### src/rtl/stor_interleave.sv
module stor_interleave #(
  parameter int ADDR_W    = 24,
  parameter int UNITS     = 4,
  parameter int QW_LSB    = 4,
  parameter int SHORT_CYC = 12,
  parameter int LONG_CYC  = 13
) (
  input  logic              clk,
  input  logic              rst_n,
  input  logic              four_way,
  input  logic              long_cycle,
  input  logic              req_valid,
  input  logic [ADDR_W-1:0] req_addr,
  input  logic              req_write,
  output logic              req_accept,
  output logic              req_stall,
  output logic [UNITS-1:0]  unit_sel,
  output logic              done_valid,
  output logic [1:0]        done_unit
);
  localparam int CW = $clog2(LONG_CYC + 1);
  localparam int GW = 6;

  logic [1:0]      tgt;
  logic [CW-1:0]   len;
  logic [UNITS-1:0] busy, fin;

  assign tgt        = four_way ? req_addr[QW_LSB+1:QW_LSB] : {1'b0, req_addr[QW_LSB]};
  assign len        = long_cycle ? CW'(LONG_CYC) : CW'(SHORT_CYC);
  assign req_accept = req_valid && !busy[tgt];
  assign req_stall  = req_valid && !req_accept;
  assign unit_sel   = req_accept ? UNITS'(1) << tgt : '0;
  assign done_valid = |fin;

  always_comb begin
    done_unit = '0;
    for (int k = 0; k < UNITS; k++)
      if (fin[k]) done_unit = 2'(k);
  end

  for (genvar g = 0; g < UNITS; g++) begin : g_unit
    logic [CW-1:0] cnt;
    logic          rd;
    always_ff @(posedge clk) begin
      if (!rst_n) begin
        cnt <= '0;
        rd  <= 1'b0;
      end else if (unit_sel[g]) begin
        cnt <= len - CW'(1);
        rd  <= !req_write;
      end else if (cnt != '0) begin
        cnt <= cnt - CW'(1);
      end
    end
    assign busy[g] = cnt != '0;
    assign fin[g]  = rd && cnt == CW'(1);

    // independent watch of each unit: clocks since its last start
    logic [GW-1:0] gap;
    logic [CW-1:0] glen;
    logic          seen, lrd;
    always_ff @(posedge clk) begin
      if (!rst_n) begin
        gap <= '0; glen <= '0; seen <= 1'b0; lrd <= 1'b0;
      end else if (unit_sel[g]) begin
        gap <= GW'(1); glen <= len; seen <= 1'b1; lrd <= !req_write;
      end else if (gap != '1) begin
        gap <= gap + GW'(1);
      end
    end

    assert_gap_R4: assert property (@(posedge clk) disable iff (!rst_n)
      unit_sel[g] |-> (!seen || gap >= GW'(glen)));
    assert_free_R5: assert property (@(posedge clk) disable iff (!rst_n)
      (seen && gap >= GW'(glen) && req_valid && tgt == 2'(g)) |-> req_accept);
    assert_done_R7: assert property (@(posedge clk) disable iff (!rst_n)
      (done_valid && done_unit == 2'(g)) |-> (seen && lrd && gap == GW'(glen) - GW'(1)));
  end

  assert_onehot_R6: assert property (@(posedge clk) disable iff (!rst_n)
    $onehot0(unit_sel) && (req_accept || unit_sel == '0));
  assert_twoway_R2: assert property (@(posedge clk) disable iff (!rst_n)
    !four_way |-> unit_sel[UNITS-1:2] == '0);
  assert_hold_R3: assert property (@(posedge clk) disable iff (!rst_n)
    req_stall |=> (req_valid && $stable(req_addr) && $stable(req_write)));
endmodule

### config.mk
export PLATFORM = sky130hd
export DESIGN_NAME = stor_interleave
export DESIGN_NICKNAME = d
export VERILOG_FILES = /design/src/rtl/stor_interleave.sv
export SDC_FILE = /design/constraint.sdc
export NUM_CORES = 1
export LEC_CHECK = 0
export ABC_AREA = 0
export BUFFER_PORTS_ARGS = -buffer_cell sky130_fd_sc_hd__buf_2
export CORE_MARGIN = 2
export CORE_UTILIZATION = 40
export CTS_CLUSTER_DIAMETER = 30
export DETAILED_ROUTE_END_ITERATION = 10
export GPL_TIMING_DRIVEN = 1
export PLACE_DENSITY_LB_ADDON = 0.15
export SLEW_MARGIN = 20
export SYNTH_ARGS = -nofsm -noshare
export SYNTH_HDL_FRONTEND = slang
export SYNTH_SLANG_ARGS = --single-unit
### constraint.sdc
create_clock -name clk -period 5.5 [get_ports clk]
set_input_delay 1.1 -clock clk [delete_from_list [all_inputs] [get_ports clk]]
set_output_delay 1.1 -clock clk [all_outputs]
set_load 0.1 [all_outputs]
==> run_results.csv <==
group,metric,value,unit
synthesis,ys.flop_type,"dfxtp_1",
timing,fin_setup_tns,0,ns
hold_path,holdCritStartpoint,"g_unit[2].rd",
die,core,3080,µm²
hold_path,hp-class,"register to register",
critical_path,cp_common_cell,"buf_2",
layout,layoutNonFillerInstCount,223,
global_routing,grt_pass1_vias,1058,
clock_network,cts_max_level,1,
synthesis,yosysUniqueCellTypes,37,
placement,routabilityCongestion,0.852,
global_routing,track_usage,0.170,
global_routing,grt-busiest-layer,"met2",
route,drc,0,
timing,fin_worst_skew,0.00637,ns
global_routing,use_met2,0.255,
synthesis,yosysTopAreaCell,"dfxtp_1",
critical_path,critPathCaptureType,"output pin",
route,final_antenna_net_count,0,
clock_network,cts_buffers,3,
critical_path,cp-start-kind,"primary input",
power,ir_worst_vdd,0.232,mV
synthesis,ys_ff_latch,20,
timing,finalHoldViolations,0,
layout,drive_gt1_frac,0.128,
synthesis,synth_nets,207,
hold_path,worstHoldEndpoint,"g_unit[2].rd",
layout,utilization,0.474,
flow_run,max_cap_viol_count,0,
power,p_per_area,571,nW/µm²
timing,fmax,274,MHz
die,die_w,61.3,µm
clock_network,cts_setup_buffers,0,
outcome,status,"complete, no violations",
timing,hold_ws,0.522,ns
layout,antenna_cells,0,
clock_network,root_buffer,"clkbuf_4",
timing,drv_slew,0,
synthesis,synth.area.top_cells,"dfxtp_1 (31%), ha_1 (11%), nand2_1 (5.2%)",
critical_path,required,4.40,ns
critical_path,crit_fanout,12,
critical_path,r2r-start,"g_unit[1].cnt[0]",
synthesis,synthArstFlopShare,0,
route,via_per_inst,5.39,
global_routing,met3_usage,0.0441,
die,die_height,61.3,µm
power,p_leak,0.697,nW
placement,io_buffers,16,
global_routing,grt_pass1_wl,4770,µm
placement,dp_cells,219,
route,dr_total_vias,1202,
clock_network,postCtsHoldBufs,0,
global_routing,antenna_found_initial,0,
critical_path,worst_path_max_delay_cell,"buf_2",
critical_path,critPathBufInv,2,
clock_network,clk_path_buf_depth,2,
die,die-area,3750,µm²
critical_path,reg2reg_to,"g_unit[1].rd",
critical_path,max_stage_delay,0.42,ns
synthesis,syn_area_per_cell,7.95,µm²
critical_path,r2r_cells,6,
synthesis,netlist_area,1310,µm²
timing,setup_viol,0,
critical_path,arrival,2.55,ns
timing,finalCriticalPeriod,3.65,ns
layout,fin_nets,222,
die,initial_core_util,0.426,
critical_path,reg2reg_slack,3.69,ns
timing,min_period_over_period,0.663,
synthesis,synth_seq_area_share,0.305,
layout,syn_to_final_growth,11.4,%
clock_network,worstSkewPairLatency,0.31,ns
synthesis,synth_cells,165,
global_routing,overflow,0,
synthesis,synth_edf_count,0,
synthesis,yosys.area.top_type_share,0.305,
route,drt-total-wl,2880,µm
timing,rsz0062_at_grt,"no",
critical_path,crit_family,"simple AND/OR/NAND/NOR gates",
placement,placed_cell_area,1420,µm²
placement,dp_hpwl,2130,µm
timing,tightest_slew,0.569,ns
clock_network,cts_resized,0,
critical_path,worstPathCellList,"buf_2, nand2_1, or3_1, nand4_1, and2_1, buf_2",
global_routing,grt_max_degree,22,
route,dr.pass1.iters,4,
clock_network,cts_tree,"done",
layout,fin_area,1460,µm²
timing,relSlewSlack,0.620,
hold_path,whs_path_depth,1,
critical_path,critPathKind,"primary input to output pin",
global_routing,grt_util_met1,0.241,
die,rows,20,
synthesis,ys_warn_count,0,
die,ios,39,
clock_network,cts.clk_slew.worst_paths,0.12,ns
route,dr.first_iter.drc_count,51,
clock_network,clkSinkCount,20,
route,wire_per_inst,12.9,µm
-- worst reg2reg max path, stage by stage (launching register included) --
cell,delay [ns]
dfxtp_1,0.37
inv_1,0.13
ha_1,0.22
nor3b_1,0.51
and4_1,0.32
nand2_1,0.07
o211a_1,0.12
-- cells in the final DEF, fill, tap and decap left out, drive strengths merged, types with 4 or more instances in the layout --
cell | netlist | layout
a21oi | 11 | 11
buf | 0 | 16
clkbuf | 6 | 4
dfxtp | 20 | 20
ha | 12 | 12
inv | 9 | 9
nand2 | 18 | 18
nand2b | 4 | 4
nand3 | 4 | 4
nand4 | 5 | 5
nor2 | 16 | 16
nor2b | 4 | 4
nor3 | 5 | 5
nor3b | 4 | 4
o211a | 6 | 6
o21ai | 6 | 6
-- through the flow --
step / total power, mW / setup WS [ns]
after global placement: 0.731 / 1.86
after floorplan: 0.654 / 1.58
after detailed placement: 0.740 / 1.86
final: 0.833 / 1.85
after global routing: 0.906 / 1.76
after CTS: 0.833 / 1.86
-- sequential cells by signal, summed over array words and instances (netlist names) --
name	cells
g_unit.cnt	16
g_unit.rd	4
-- layer usage --
layer,vias to the layer above,part of all wire
li1,625,-
met1,552,0.51
met2,23,0.45
met3,2,0.040
met4,0,0.0052
met5,-,0
-- worst max-delay path by stage --
| stage | start | end | slack (ns) | cells after the start |
|---|---|---|---|---|
| floorplan | four_way | unit_sel[0] | 1.58 | 4 |
| global placement | four_way | req_accept | 1.86 | 6 |
| detailed placement | req_addr[5] | req_accept | 1.86 | 6 |
| CTS | req_addr[5] | req_accept | 1.86 | 6 |
| global route | req_addr[5] | req_accept | 1.76 | 6 |
| finish | four_way | req_accept | 1.85 | 6 |
-- Yosys cell counts, types with 2 or more instances --
cell / n
dfxtp_1: 20
o21ai_0: 6
inv_1: 9
a211oi_1: 2
a21oi_1: 11
or2b_1: 2
and3_1: 3
nor3b_1: 4
o21a_1: 3
ha_1: 12
nor3_1: 5
or3_1: 3
nand3_1: 4
a31oi_1: 2
a221oi_1: 2
nand2_1: 18
nand4_1: 5
clkbuf_1: 6
and4_1: 2
o211a_1: 6
nand2b_1: 4
nand4b_1: 2
nor2b_1: 4
and2_1: 2
nor2_1: 16
-- cell families after synthesis --
logic type	Yosys count	share of synthesized area
compound gates	39	0.211
xor+xnor	1	0.00668
fa+ha+maj	12	0.115
buf+inv	15	0.0429
flops	20	0.305
simple gates	78	0.320
-- power by group --
| group | internal [mW] | switching [mW] |
|---|---|---|
| Clock | 0.0405 | 0.0507 |
| Sequential | 0.203 | 0.0646 |
| Combinational | 0.189 | 0.285 |
| Total | 0.432 | 0.401 |
-- layout make-up --
cell class | count | area (µm²)
Sequential cell | 20 | 400
Clock buffer | 4 | 36.3
Inverter | 9 | 33.8
Timing Repair Buffer | 16 | 80.1
Tap cell | 44 | 55.1
Fill cell | 318 | 1620
Multi-Input combinational cell | 130 | 855
(Power assumes the default switching activity.)
